**src/rtl/indmem_pkg.sv**
```systemverilog
package indmem_pkg;
   localparam int BYTE_W   = 8;
   localparam int REG_DATA = 0;
   localparam logic [BYTE_W-1:0] OOB_FILL = 8'hFF;
endpackage

```
**src/rtl/indmem_ptr.sv**
```systemverilog
module indmem_ptr import indmem_pkg::*; #(
   parameter int ADDR_W = 24,
   localparam int NB = ADDR_W / BYTE_W
)(
   input  logic              clk,
   input  logic              rst_n,
   input  logic              step,
   input  logic [NB-1:0]     load,
   input  logic [BYTE_W-1:0] wdata,
   output logic [ADDR_W-1:0] ptr
);
   logic [NB-1:0] bump;

   for (genvar i = 0; i < NB; i++) begin : g_byte
      logic [BYTE_W-1:0] q;
      if (i == 0) begin : g_low
         assign bump[i] = step;
      end else begin : g_up
         assign bump[i] = step && (&ptr[i*BYTE_W-1:0]);
      end
      always_ff @(posedge clk or negedge rst_n) begin
         if (!rst_n)        q <= '0;
         else if (load[i])  q <= wdata;
         else if (bump[i])  q <= q + 1'b1;
      end
      assign ptr[i*BYTE_W +: BYTE_W] = q;
   end

   AST_PTR_STEP: assert property (@(posedge clk) disable iff (!rst_n)
      step |=> ptr == $past(ptr) + 1'b1);
   AST_PTR_HOLD: assert property (@(posedge clk) disable iff (!rst_n)
      (!step && load == '0) |=> $stable(ptr));
   AST_STEP_NO_LOAD: assert property (@(posedge clk) disable iff (!rst_n)
      step |-> load == '0);
endmodule

```
**src/rtl/indmem_range.sv**
```systemverilog
module indmem_range #(
   parameter int ADDR_W = 24,
   parameter longint unsigned MEM_BYTES = 64'd16777216
)(
   input  logic [ADDR_W-1:0] addr,
   output logic              in_range
);
   localparam longint unsigned SPAN = 64'd1 << ADDR_W;

   if (MEM_BYTES >= SPAN) begin : g_full
      logic unused_addr;
      assign unused_addr = ^addr;
      assign in_range    = 1'b1;
   end else begin : g_part
      assign in_range = ({{(64-ADDR_W){1'b0}}, addr} < MEM_BYTES);
   end
endmodule

```
**src/rtl/indmem_rdback.sv**
```systemverilog
module indmem_rdback import indmem_pkg::*; (
   input  logic              clk,
   input  logic              rst_n,
   input  logic              cap,
   input  logic              cap_data,
   input  logic              cap_oob,
   input  logic [BYTE_W-1:0] ptr_byte,
   input  logic [BYTE_W-1:0] ram_rdata,
   output logic [BYTE_W-1:0] host_rdata
);
   logic              src_data_q;
   logic              oob_q;
   logic [BYTE_W-1:0] snap_q;

   always_ff @(posedge clk or negedge rst_n) begin
      if (!rst_n) begin
         src_data_q <= 1'b0;
         oob_q      <= 1'b0;
         snap_q     <= '0;
      end else if (cap) begin
         src_data_q <= cap_data;
         oob_q      <= cap_oob;
         snap_q     <= ptr_byte;
      end
   end

   always_comb begin
      if (!src_data_q)  host_rdata = snap_q;
      else if (oob_q)   host_rdata = OOB_FILL;
      else              host_rdata = ram_rdata;
   end
endmodule

```
**src/rtl/indmem_port.sv**
```systemverilog
module indmem_port import indmem_pkg::*; #(
   parameter int ADDR_W = 24,
   parameter longint unsigned MEM_BYTES = 64'd16777216,
   localparam int PTR_BYTES = ADDR_W / BYTE_W,
   localparam int SEL_W = $clog2(PTR_BYTES + 1)
)(
   input  logic              clk,
   input  logic              rst_n,
   input  logic [SEL_W-1:0]  host_sel,
   input  logic              host_rd,
   input  logic              host_wr,
   input  logic [BYTE_W-1:0] host_wdata,
   output logic [BYTE_W-1:0] host_rdata,
   output logic [ADDR_W-1:0] ram_addr,
   output logic              ram_re,
   output logic              ram_we,
   output logic [BYTE_W-1:0] ram_wdata,
   input  logic [BYTE_W-1:0] ram_rdata
);
   if (ADDR_W % BYTE_W != 0 || ADDR_W < BYTE_W || ADDR_W > 56) begin : g_bad_width
      $error("indmem_port: ADDR_W must be a whole number of bytes, 8 to 56");
   end
   if (MEM_BYTES == 0) begin : g_bad_size
      $error("indmem_port: MEM_BYTES must be nonzero");
   end

   logic [ADDR_W-1:0]    ptr;
   logic                 in_range;
   logic                 data_sel;
   logic                 do_wr;
   logic                 do_rd;
   logic                 step;
   logic                 cap;
   logic [PTR_BYTES-1:0] load;
   logic [BYTE_W-1:0]    sel_byte;

   assign data_sel = (host_sel == SEL_W'(REG_DATA));
   assign do_wr    = host_wr && data_sel;
   assign do_rd    = host_rd && !host_wr && data_sel;
   assign step     = do_wr || do_rd;
   assign cap      = host_rd && !host_wr;

   for (genvar i = 0; i < PTR_BYTES; i++) begin : g_load
      assign load[i] = host_wr && (host_sel == SEL_W'(i + 1));
   end

   always_comb begin
      sel_byte = '0;
      for (int i = 0; i < PTR_BYTES; i++) begin
         if (host_sel == SEL_W'(i + 1)) sel_byte = ptr[i*BYTE_W +: BYTE_W];
      end
   end

   indmem_ptr #(.ADDR_W(ADDR_W)) u_ptr (
      .clk   (clk),
      .rst_n (rst_n),
      .step  (step),
      .load  (load),
      .wdata (host_wdata),
      .ptr   (ptr)
   );

   indmem_range #(.ADDR_W(ADDR_W), .MEM_BYTES(MEM_BYTES)) u_range (
      .addr     (ptr),
      .in_range (in_range)
   );

   indmem_rdback u_rdback (
      .clk        (clk),
      .rst_n      (rst_n),
      .cap        (cap),
      .cap_data   (data_sel),
      .cap_oob    (!in_range),
      .ptr_byte   (sel_byte),
      .ram_rdata  (ram_rdata),
      .host_rdata (host_rdata)
   );

   assign ram_addr  = ptr;
   assign ram_wdata = host_wdata;
   assign ram_we    = do_wr && in_range;
   assign ram_re    = do_rd && in_range;

   AST_EXCL_ACCESS: assert property (@(posedge clk) disable iff (!rst_n)
      !(ram_we && ram_re));
   AST_OOB_NO_WRITE: assert property (@(posedge clk) disable iff (!rst_n)
      ram_we |-> in_range);
   AST_OOB_READ_FF: assert property (@(posedge clk) disable iff (!rst_n)
      (host_rd && !host_wr && data_sel && !in_range) |=> host_rdata == OOB_FILL);
   AST_BOTH_NO_CAPTURE: assert property (@(posedge clk) disable iff (!rst_n)
      (host_rd && host_wr) |=> $stable(host_rdata));
endmodule

```
**config.mk**
```make
export PLATFORM = sky130hd
export DESIGN_NAME = indmem_port
export DESIGN_NICKNAME = d
export VERILOG_FILES = /design/src/rtl/indmem_pkg.sv /design/src/rtl/indmem_ptr.sv /design/src/rtl/indmem_range.sv /design/src/rtl/indmem_rdback.sv /design/src/rtl/indmem_port.sv
export SDC_FILE = /design/constraint.sdc
export NUM_CORES = 1
export LEC_CHECK = 0
export ABC_AREA = 0
export BUFFER_PORTS_ARGS = -buffer_cell sky130_fd_sc_hd__buf_2
export CAP_MARGIN = 5
export CORE_ASPECT_RATIO = 2
export CORE_MARGIN = 2
export CORE_UTILIZATION = 55
export DETAILED_ROUTE_END_ITERATION = 6
export GPL_TIMING_DRIVEN = 1
export PLACE_DENSITY = 0.83
export RECOVER_POWER = 100
export SYNTH_ARGS = -nofsm -noshare
export SYNTH_HDL_FRONTEND = slang
export SYNTH_SLANG_ARGS = --single-unit
```
**constraint.sdc**
```tcl
create_clock -name clk -period 7.1 [get_ports clk]
set_clock_uncertainty 0.15 [all_clocks]
set_input_delay 0.355 -clock clk [delete_from_list [all_inputs] [get_ports clk]]
set_output_delay 0.355 -clock clk [all_outputs]
set_load 0.1 [all_outputs]
```
# ---- Yosys cells after proc, flatten, opt, wreduce, memory -nomap -nowiden
# Index checks and enable logic that the tools add are counted.
dict set report word_totals {
  inputBits 22
  out_inout_bits 42
  word_cells 37
  reg_bits 33
}
dict set report classes {
  reduce_logical 16
  eq_ne 3
  muxes 10
  add_sub_neg 3
}
# cell n
set op_table {}
lappend op_table {{2-to-1 mux 8 bit} 10}
lappend op_table {{adder 8 x 1 -> 8 bit, second input constant} 3}
lappend op_table {{AND reduction 16 bit} 1}
lappend op_table {{logical AND 1 bit} 8}
lappend op_table {{AND reduction 8 bit} 1}
lappend op_table {{nonzero test 2 bit} 3}
lappend op_table {{equality test 2 bit, second input constant} 2}
lappend op_table {{equality test 2 x 1 -> 1 bit, second input constant} 1}
lappend op_table {{zero test 2 bit} 1}
lappend op_table {{zero test 1 bit} 1}
lappend op_table {{logical OR 1 bit} 1}

# ---- Logic depth before layout (Yosys ltp)
# Gate-level depths: netlist of run 1.
dict set report logic_depth {
  word_depth 7
  ltp_mapped 7
  mapped_depth_nobuf 5
}

# ---- Hierarchy
# Synthesis of run 1 repeated with hierarchy kept, for this count alone.
dict set report unflattened {
  cells_unflattened 227
  area_unflattened_um2 2227.1
}
# mod n_inst area_each_um2 cells_per_inst seq_area_each_um2
set modules_own_cells {}
lappend modules_own_cells {indmem_ptr 1 1360.1 152 600.6}
lappend modules_own_cells {indmem_rdback 1 524.3 35 250.2}
lappend modules_own_cells {indmem_port 1 331.6 38 0.0}
lappend modules_own_cells {indmem_range 1 11.3 2 0.0}

# ---- Worst setup path before layout of run 1
# OpenSTA, ideal clock, no wires.
dict set report synth_path {
  path_type {reg2reg}
  startpoint {register u_ptr.g_byte[0].q[0]}
  endpoint {register u_ptr.g_byte[2].q[7]}
  arrival_time_ns 2.705
  setup_slack_ns 4.111
  t_required_ns 6.816
  period_less_slack_ns 2.989
  path_buffers 2
  setup_time_ns 0.134
  path_stages_with_launch 8
  path_cell_list {dfrtp_1 ha_1 nand3_1 or4_1 buf_2 clkbuf_1 nor4b_1 o211ai_1}
}
dict set report synth_via {
  elab_chain_len 3
}
# item line
set synth_lines {}
lappend synth_lines {{start, declared} indmem_ptr.sv:15} ;# logic [BYTE_W-1:0] q;
lappend synth_lines {{start signal, assigned} indmem_ptr.sv:23} ;# else if (load[i]) q <= wdata;
lappend synth_lines {{start signal, assigned} indmem_ptr.sv:24} ;# else if (bump[i]) q <= q + 1'b1;
lappend synth_lines {{AND reduction 16 bit} indmem_ptr.sv:19} ;# assign bump[i] = step && (&ptr[i*BYTE_W-1:0]);
lappend synth_lines {{logical AND 1 bit} indmem_ptr.sv:19}
lappend synth_lines {{nonzero test 2 bit (no source line)} -}
lappend synth_lines {{end signal, assigned} indmem_ptr.sv:23}
lappend synth_lines {{end signal, assigned} indmem_ptr.sv:24}
lappend synth_lines {{end, declared} indmem_ptr.sv:15}
# Every way passes these cells.
# A chain may end at the register's enable or synchronous reset.

# ---- Final worst setup path of run 1
dict set report layout_path {
  startpoint {register u_ptr.g_byte[0].q[0]}
  endpoint {register u_ptr.g_byte[2].q[2]}
}
# Same word-level chain as after synthesis.

==> results of run 1 <==
cells by family after synthesis:
family	Yosys count	share of synthesized area [%]
AO/OA/AOI/OAI	68	22.2
adder cells (fa/ha/maj)	3	1.71
buffers and inverters	29	6.38
flip-flops	33	37.6
multiplexers	16	8.20
AND/OR/NAND/NOR	101	23.9
state kept, by name, summed over array words and instances (netlist names):
register and count:
u_ptr.g_byte.q 24, u_rdback.snap_q 8, u_rdback.src_data_q 1
cell usage in the layout (no fill, tap or decap), types with 2 or more instances in the layout:
cell type,count
clkbuf_1,45
dfrtp_1,33
nand2_1,28
nor2_1,19
buf_2,18
o21ai_0,17
mux2_2,16
nand3_1,11
o211ai_1,9
or4_1,8
a31oi_1,8
a22oi_1,8
o31ai_1,7
clkbuf_8,7
and3_1,6
a221o_1,6
nor3_1,6
nand4_1,6
and2_1,4
inv_1,4
ha_1,3
and4_1,2
a32oi_1,2
o21a_1,2
nor4_1,2
a311oi_1,2
where the power goes:
group	total, mW	leakage (nW)	internal [mW]	switching [mW]
clock	0.155	0.0542	0.0875	0.0675
combinational	0.400	0.528	0.0690	0.331
sequential	0.267	0.400	0.219	0.0481
total	0.822	0.982	0.375	0.446
per-layer routing:
| metal | wire length, um | up-vias | track usage (%) |
|---|---|---|---|
| li1 | - | 1038 | - |
| met1 | 2200 | 1020 | 29.7 |
| met2 | 3380 | 82 | 51.9 |
| met3 | 257 | 19 | 3.99 |
| met4 | 187 | 0 | 17.6 |
| met5 | 0 | - | 0 |
timing repair:
item / 4_1_cts / 5_1_grt
hold buffers: 1 / 0
setup endpoints to repair: 0 / 0
resized for setup: 0 / 0
hold endpoints to repair: 33 / 0
layout make-up:
| cell class | count | share of cell area [%] |
|---|---|---|
| clock inverter | 1 | 0.199 |
| multi-input combinational | 188 | 49.0 |
| sequential | 33 | 32.9 |
| timing repair buffer | 65 | 11.0 |
| inverter | 4 | 0.597 |
| tap | 51 | 2.54 |
| clock buffer | 7 | 3.83 |
worst min path at each step:
stage	from	endpoint	slack, ns	depth (start not counted)
3_5_place_dp	rst_n	u_ptr.g_byte[0].q[2]	0.29	1
5_1_grt	host_wdata[1]	u_ptr.g_byte[0].q[1]	0.20	3
2_1_floorplan	rst_n	u_ptr.g_byte[0].q[0]	-0.09	0
4_1_cts	host_wdata[1]	u_ptr.g_byte[0].q[1]	0.18	3
6_report	host_wdata[1]	u_ptr.g_byte[0].q[1]	0.18	3
3_3_place_gp	rst_n	u_ptr.g_byte[0].q[2]	0.30	1
worst max-delay path: stages (launching register included):
cell     delay [ns]
dfrtp_1        0.45
ha_1           0.25
nand3_1        0.17
or4_1          0.85
or4_1          0.57
a31oi_1        0.17
==> impl_metrics.toml, run 1 <==
[yosys]
synth-seq-area-share_pct = 37.6
synth_nets = 275
ys_warn_count = 0
yosys-top-cells-area = "dfrtp_1 38%, mux2_2 8.2%, nand2_1 4.8%"
ys_ff_latch = 33
synth_cells = 250
syn-cell-area_um2 = 2200
post-synth-top-count-cell = "dfrtp_1"
syn_avg_cell_area_um2 = 8.79
synth_top_area_cell = "dfrtp_1"
async_flop_share_pct = 100
yosysUniqueCellTypes = 43
yosys-top-cells-count = "33 x dfrtp_1, 28 x nand2_1, 19 x nor2_1"
synth_enable_flop_cells = 0
synth_flop_cell = "dfrtp_1"
synth_top_area_share_pct = 37.6

[finish]
num_antenna_cells = 0
regArea_um2 = 826
nets = 322
final_area_um2 = 2510
multi_input_area_um2 = 1230
final_util_pct = 65.4
syn2layout_area_growth_pct = 14.4
final_cells = 349
final.fill_count = 372
layout-drive-gt1-share_pct = 15.8

[job]
max_cap_violations = 1

[clocking]
clk_pin_slew_ns = 0.07
h-tree-depth = 2
clockRootBuffer = "clkbuf_8"
clockBufferDepth = 2
cts_tree = "built"
clk_latency_ns = 0.29
cts_num_sinks = 33
cts_inserted_buffers = 5
cts_setup_buffers = 0

[sta]
worst_slew_pin_slew_ns = 1.76
hold_ws_ns = 0.184
timing.fmax_mhz = 370
post-route-period-util_pct = 38.1
setup-tns-final_ns = 0
timing_hold_violations_final = 0
relSlewSlack_pct = -17.1
rsz0062_at_grt = "false"
fin_crit_ns = 2.71
setup_ws_ns = 4.39
slew_viol_final = 34
setup_violations = 0

[detailed_routing]
vias = 2159
finalWirelength_um = 6020
drcViolationCount = 0
dr.pass1.iters = 4
routed_via_density = 6.19
wl_per_cell_um = 17.2
drtAntennaViolNets = 0
first_iter_violations = 109

[power]
pwr_density_cell_nw_per_um2 = 327
fin_total_pwr_mw = 0.822
ir_drop_uv = 205
p_leak_nw = 0.982

[critical_path]
worstPathArrival_ns = 2.76
end_kind = "flop"
critPathLaunch = "u_ptr.g_byte[0].q[0]"
path_max_fanout = 19
r2r_end = "u_ptr.g_byte[2].q[2]"
r2r_cells = 5
crit_end = "u_ptr.g_byte[2].q[2]"
crit_type = "reg2reg"
cp-start-kind = "flop"
r2r-start = "u_ptr.g_byte[0].q[0]"
required_ns = 7.16
r2r_setup_slack_ns = 4.39

[global_routing]
grt_pass1_vias = 2081
grt-ovfl-total = 0
antenna_found_initial = 0
grt_max_degree = 34
track_usage_pct = 28.3
grt_pass1_wl_um = 9920

[outcome]
violations = "capacitance limit, slew limit"
status = "complete, but fails checks"

[placement]
hpwlAfterDp_um = 4490
gp_congestion = 0.916
dp_slack_ns = 4.45
placedCellCount = 340
io_buffer_count = 63
placed_area_um2 = 2460

[die]
core_um2 = 3840
io_pins = 64
start_util_pct = 57.2
fp.dieH_um = 93.4
std_cell_rows = 32
die-area_um2 = 4550
die_w_um = 48.7

[min_path]
hold_path.class = "in2reg"
Note: power is estimated with default switching activity, not from simulation.
==> inputs of run 2 (changes only) <==
--- a/config.mk
+++ b/config.mk
@@ -10,10 +10,10 @@
 export CAP_MARGIN = 5
 export CORE_ASPECT_RATIO = 2
 export CORE_MARGIN = 2
-export CORE_UTILIZATION = 55
+export CORE_UTILIZATION = 47
 export DETAILED_ROUTE_END_ITERATION = 6
 export GPL_TIMING_DRIVEN = 1
-export PLACE_DENSITY = 0.83
+export PLACE_DENSITY = 0.75
 export RECOVER_POWER = 100
 export SYNTH_ARGS = -nofsm -noshare
 export SYNTH_HDL_FRONTEND = slang
==> constraint.sdc (replaced) <==
create_clock -name clk -period 2.26 [get_ports clk]
set_clock_uncertainty 0.15 [all_clocks]
set_input_delay 0.113 -clock clk [delete_from_list [all_inputs] [get_ports clk]]
set_output_delay 0.113 -clock clk [all_outputs]
set_load 0.1 [all_outputs]
==> run 2 against run 1 <==
- largest cell class unchanged
- sequential power increased to 3.2 times the previous value
- sequential share of layout area decreased by 1.8 points
- clock-buffer cell count increased by 1
- the run now ends clean
- highest routed layer unchanged
- via count increased by 6.9%
- core utilization decreased by 5.3 points
==> impl_metrics.toml, run 2 (synthesis gave the netlist of run 1 again) <==
[global_routing]
track_usage_pct = 26.9
grt_max_degree = 34
grt_pass1_wl_um = 10600
antenna_found_initial = 0
grt-ovfl-total = 0
grt_pass1_vias = 2194

[detailed_routing]
drcViolationCount = 0
vias = 2307
routed_via_density = 6.18
drtAntennaViolNets = 0
finalWirelength_um = 6720
first_iter_violations = 96
wl_per_cell_um = 18.0
dr.pass1.iters = 5

[outcome]
status = "complete, no violations"

[finish]
num_antenna_cells = 0
largest_reg_flops = 24
nets = 342
reg_top3 = "u_ptr.g_byte.q: 24 flops, u_rdback.snap_q: 8 flops, u_rdback.src_data_q: 1 flops"
layout-drive-gt1-share_pct = 26.1
final.fill_count = 473
layout_commonest_cell = "clkbuf_1"
final_cell_mix = "39 x clkbuf_1, 28 x nand2_1, 20 x buf_2"
final_util_pct = 60.1
largest_register = "u_ptr.g_byte.q"
syn2layout_area_growth_pct = 24.5

[min_path]
hold_path.class = "in2reg"
min_to = "u_rdback.src_data_q"
min_from = "host_rd"
holdPathStages = 4

[critical_path]
path_max_fanout = 9
crit_type = "reg2reg"
r2r_cells = 5
worstPathCellList = "ha_4, nand3_4, or4_4, or4_1, a31oi_1"
critPathTopFamily = "simple AND/OR/NAND/NOR gates"
cpPeakStageDelay_ns = 0.59
r2r-start = "u_ptr.g_byte[0].q[0]"
slowest_stage = "or4_4"
cp.buffers_inverters = 0
r2r_setup_slack_ns = 0.1
r2r_end = "u_ptr.g_byte[2].q[2]"
worstPathArrival_ns = 2.22
path_depth = 5
required_ns = 2.32
cp-start-kind = "flop"
end_kind = "flop"

[job]
max_cap_violations = 0

[clocking]
cts_inserted_buffers = 5
h-tree-depth = 2
cts_num_sinks = 33
cts_tree = "built"
clockRootBuffer = "clkbuf_8"
clk_pin_slew_ns = 0.06
clockBufferDepth = 2
clk_latency_ns = 0.30

[sta]
relSlewSlack_pct = 21.2
timing.fmax_mhz = 463
worst_slew_pin_slew_ns = 1.19
setup_violations = 0
fin_crit_ns = 2.16
post-route-period-util_pct = 95.7
slew_viol_final = 0
setup-tns-final_ns = 0
timing_hold_violations_final = 0
rsz0062_at_grt = "false"

[die]
fp.dieH_um = 101
die-area_um2 = 5270
start_util_pct = 48.2
die_w_um = 52.3
io_pins = 64
core_um2 = 4550
std_cell_rows = 35

[power]
fin_total_pwr_mw = 2.60
ir_drop_uv = 580
p_leak_nw = 1.07
pwr_density_cell_nw_per_um2 = 952

[placement]
io_buffer_count = 63
gp_congestion = 0.876
hpwlAfterDp_um = 4810
[run 2: changes by cell type in the layout (fill, tap and decap cells not counted), sizes merged]
cell / before / now
dlygate4sd3: 1 / 9
or4: 8 / 9
clkinv: 1 / 0
clkbuf: 52 / 54
buf: 19 / 29
[run 2: worst max path at each step]
| stage | start | to | slack (ns) |
|---|---|---|---|
| floorplan | u_ptr.g_byte[0].q[0] | u_ptr.g_byte[1].q[1] | -0.13 |
| global placement | u_ptr.g_byte[0].q[0] | u_ptr.g_byte[2].q[0] | 0.09 |
| detailed placement | u_ptr.g_byte[0].q[0] | u_ptr.g_byte[2].q[2] | 0.02 |
| CTS | u_ptr.g_byte[0].q[0] | u_ptr.g_byte[2].q[2] | 0.009 |
| global route | u_ptr.g_byte[0].q[0] | u_ptr.g_byte[2].q[2] | 0.006 |
| finish | u_ptr.g_byte[0].q[0] | u_ptr.g_byte[2].q[2] | 0.1 |
[run 2: worst register-to-register path, cell delays in order (launching register included)]
cell and delay [ns]:
dfrtp_4 0.46, ha_4 0.16, nand3_4 0.11, or4_4 0.59, or4_1 0.41, a31oi_1 0.20
[run 2: cell type report]
| class | instances | area [um2] | share of cell area, % |
|---|---|---|---|
| multi-input combinational | 189 | 1280 | 46.7 |
| sequential | 33 | 848 | 31.0 |
| clock buffer | 8 | 80.1 | 2.93 |
| inverter | 4 | 15.0 | 0.549 |
| tap | 55 | 68.8 | 2.52 |
| timing repair buffer | 84 | 445 | 16.3 |
[run 2: repair_timing]
item,in CTS,in global routing
buffers inserted,0,1
endpoints found under the hold margin,49,0
gates resized for setup,0,1
endpoints found under the setup margin,0,7
hold buffers,9,0
[run 2: where the power goes]
group	internal (mW)	total (mW)	switching, mW
combinational	0.255	1.32	1.07
sequential	0.702	0.850	0.148
clock	0.219	0.433	0.214
total	1.18	2.60	1.43
[run 2: metrics by stage]
| step | instances | instance area, um2 | hold WS (ns) | setup WS (ns) |
|---|---|---|---|---|
| 2_1_floorplan | 250 | 2270 | -0.333 | -0.134 |
| 3_3_place_gp | 353 | 2590 | 0.0745 | 0.0885 |
| 3_5_place_dp | 353 | 2590 | 0.0701 | 0.0214 |
| 4_1_cts | 370 | 2760 | 0.134 | 0.00946 |
| 5_1_grt | 373 | 2740 | 0.187 | 0.00627 |
| 6_report | 373 | 2740 | 0.134 | 0.0978 |
[run 2: metal layers]
metal,GRT usage [%],vias to the layer above,wire length (um)
met2,46.8,97,3640
met5,0,-,0
met4,15.2,0,267
met3,4.60,17,381
li1,-,1082,-
met1,29.3,1111,2430
==> inputs of run 3 (changes only) <==
--- a/config.mk
+++ b/config.mk
@@ -5,10 +5,10 @@
 export SDC_FILE = /design/constraint.sdc
 export NUM_CORES = 1
 export LEC_CHECK = 0
-export ABC_AREA = 0
+export ABC_AREA = 1
 export BUFFER_PORTS_ARGS = -buffer_cell sky130_fd_sc_hd__buf_2
 export CAP_MARGIN = 5
-export CORE_ASPECT_RATIO = 2
+export CORE_ASPECT_RATIO = 0.5
 export CORE_MARGIN = 2
 export CORE_UTILIZATION = 47
 export DETAILED_ROUTE_END_ITERATION = 6
==> run 3 against run 2 <==
- cell count is 23% higher
- critical path depth decreased by 2
- sequential share of layout area is 0.24 points lower
- synthesized area rose by 2.5%
- synthesized cell count up 31%
- critical path type is now in2out
==> impl_metrics.toml, run 3 <==
[outcome]
status = "complete, no violations"

[yosys]
yosysUniqueCellTypes = 31
post-synth-top-count-cell = "nand2_1"
yosys-top-cells-area = "dfrtp_1 37%, nand2_1 16%, nand3_1 7.3%"
synth_enable_flop_cells = 0
yosys-top-cells-count = "94 x nand2_1, 40 x inv_1, 33 x dfrtp_1, 33 x nand3_1"
ys_ff_latch = 33
synth_top_area_share_pct = 36.7
syn-cell-area_um2 = 2250
synth_flop_cell = "dfrtp_1"
syn_avg_cell_area_um2 = 6.89
synth_top_area_cell = "dfrtp_1"
ys_warn_count = 0
synth-seq-area-share_pct = 36.7
synth_nets = 352
async_flop_share_pct = 100
synth_cells = 327

[clocking]
cts_num_sinks = 33
h-tree-depth = 2
clk_pin_slew_ns = 0.07
clockRootBuffer = "clkbuf_8"
clk_latency_ns = 0.30
cts_setup_buffers = 0
cts_tree = "built"
cts-resized-gates = 0
clockBufferDepth = 2
cts_inserted_buffers = 5
cts_hold_buf = 5

[critical_path]
cp-start-kind = "input port"
slowest_stage = "clkbuf_1"
critPathLaunch = "host_wdata[6]"
end_kind = "output port"
path_max_fanout = 4
cp.buffers_inverters = 3
required_ns = 2.00
worstPathArrival_ns = 1.72
critPathTopFamily = "buffers and inverters"
cpPeakStageDelay_ns = 0.88
crit_type = "in2out"
r2r-start = "u_ptr.g_byte[0].q[1]"
worstPathCellList = "dlygate4sd3_1, buf_2, clkbuf_1"

[finish]
regArea_um2 = 828
multi_input_area_um2 = 1150
largest_register = "u_ptr.g_byte.q"
final_cells = 457
nets = 415
layout-drive-gt1-share_pct = 16.4
num_antenna_cells = 0
layout_commonest_cell = "nand2_1"
final.fill_count = 441
syn2layout_area_growth_pct = 19.5
final_cell_mix = "96 x nand2_1, 40 x inv_1, 34 x clkbuf_1"
reg_top3 = "u_ptr.g_byte.q: 24 flops, u_rdback.snap_q: 8 flops, u_rdback.src_data_q: 1 flops"
largest_reg_flops = 24

[sta]
worst_slew_pin_slew_ns = 1.18
relSlewSlack_pct = 21.6
timing.fmax_mhz = 504
slew_viol_final = 0
fin_crit_ns = 1.98
rsz0062_at_grt = "false"
setup_violations = 0
setup_ws_ns = 0.277
timing_hold_violations_final = 0
post-route-period-util_pct = 87.7

[detailed_routing]
vias = 2412
drtAntennaViolNets = 0
routed_via_density = 5.28
wl_per_cell_um = 14.3
dr.pass1.iters = 5
first_iter_violations = 251
drcViolationCount = 0
finalWirelength_um = 6540

[global_routing]
grt_pass1_wl_um = 10200
grt-ovfl-total = 0
track_usage_pct = 25.8
grt_max_degree = 34
grt_pass1_vias = 2080
antenna_found_initial = 0

[placement]
dp_slack_ns = 0.553
gp_congestion = 0.939
placedCellCount = 444
io_buffer_count = 63
hpwlAfterDp_um = 4900

[job]
max_cap_violations = 0

[die]
die-area_um2 = 5400
std_cell_rows = 17
die_w_um = 102
io_pins = 64
start_util_pct = 49.9
core_um2 = 4510
fp.dieH_um = 53.0

[power]
ir_drop_uv = 743
fin_total_pwr_mw = 3.24
pwr_density_cell_nw_per_um2 = 1200
p_leak_nw = 1.34

[min_path]
min_from = "host_wdata[7]"
hold_path.class = "in2reg"
==> run 3: changes by cell type after synthesis, sizes merged, moves of 10 or more <==
cell,change
nand2,+72
o21ai,+18
clkbuf,-10
nand3,+22
nor2,+10
inv,+42
mux2,-15
==> run 3: path summary, 6_finish.rpt <==
kind / end / slack, ns / cells after the start
min: u_ptr.g_byte[1].q[7] / 0.01 / 3
max reg2reg: u_ptr.g_byte[2].q[2] / 0.37 / 9
max: ram_wdata[6] / 0.28 / 3
min in group asynchronous: u_ptr.g_byte[2].q[4] / 0.31 / 2
max in group asynchronous: u_ptr.g_byte[0].q[0] / 1.06 / 2
min reg2reg: u_rdback.snap_q[2] / 0.36 / 2
==> run 3: logic make-up (layout without fill, tap and decap cells) <==
kind of cell             Yosys count  count (layout)  synth area share, %
buffers and inverters             60             124                 11.8
adder cells (fa/ha/maj)            3               3                 1.67
AO/OA/AOI/OAI                     56              56                 14.5
multiplexers                       1               1                0.500
AND/OR/NAND/NOR                  171             171                 33.7
XOR/XNOR                           3               3                 1.17
flip-flops                        33              33                 36.7
==> run 3: report_power, final <==
part	switching (mW)	total, mW	internal [mW]
registers	0.170	0.894	0.724
clock network	0.239	0.599	0.360
logic	1.47	1.74	0.275
==> run 3: area by class of cell <==
cell class                 count  share of cell area, %
sequential                    33                   30.8
clock inverter                 1                   1.12
clock buffer                   7                   3.21
inverter                      47                   6.65
tap                           66                   3.07
timing repair buffer          69                   12.3
multi-input combinational    234                   42.9
==> run 3: worst min-delay path, stage by stage <==
cell and delay [ns]:
buf_2 0.16, nand2_1 0.07, nand3_1 0.08
==> run 3: metrics by stage <==
stage	cell area (um2)	TNS [ns]	util (%)	hold slack [ns]
6_report	2690	0	59.7	0.0116
3_3_place_gp	2580	0	57.2	0.0593
2_1_floorplan	2260	-4.20	-	-0.333
5_1_grt	2690	0	59.7	0.0201
4_1_cts	2750	0	60.9	0.00271
3_5_place_dp	2580	0	57.2	0.0867
==> run 3: routing by layer <==
metal / track usage, % / up-vias / share of wire, %
met1: 36.3 / 1100 / 45
met4: 6.22 / 0 / 0.90
met5: 0 / - / 0
met3: 5.28 / 11 / 10
met2: 41.0 / 126 / 44
li1: - / 1175 / -
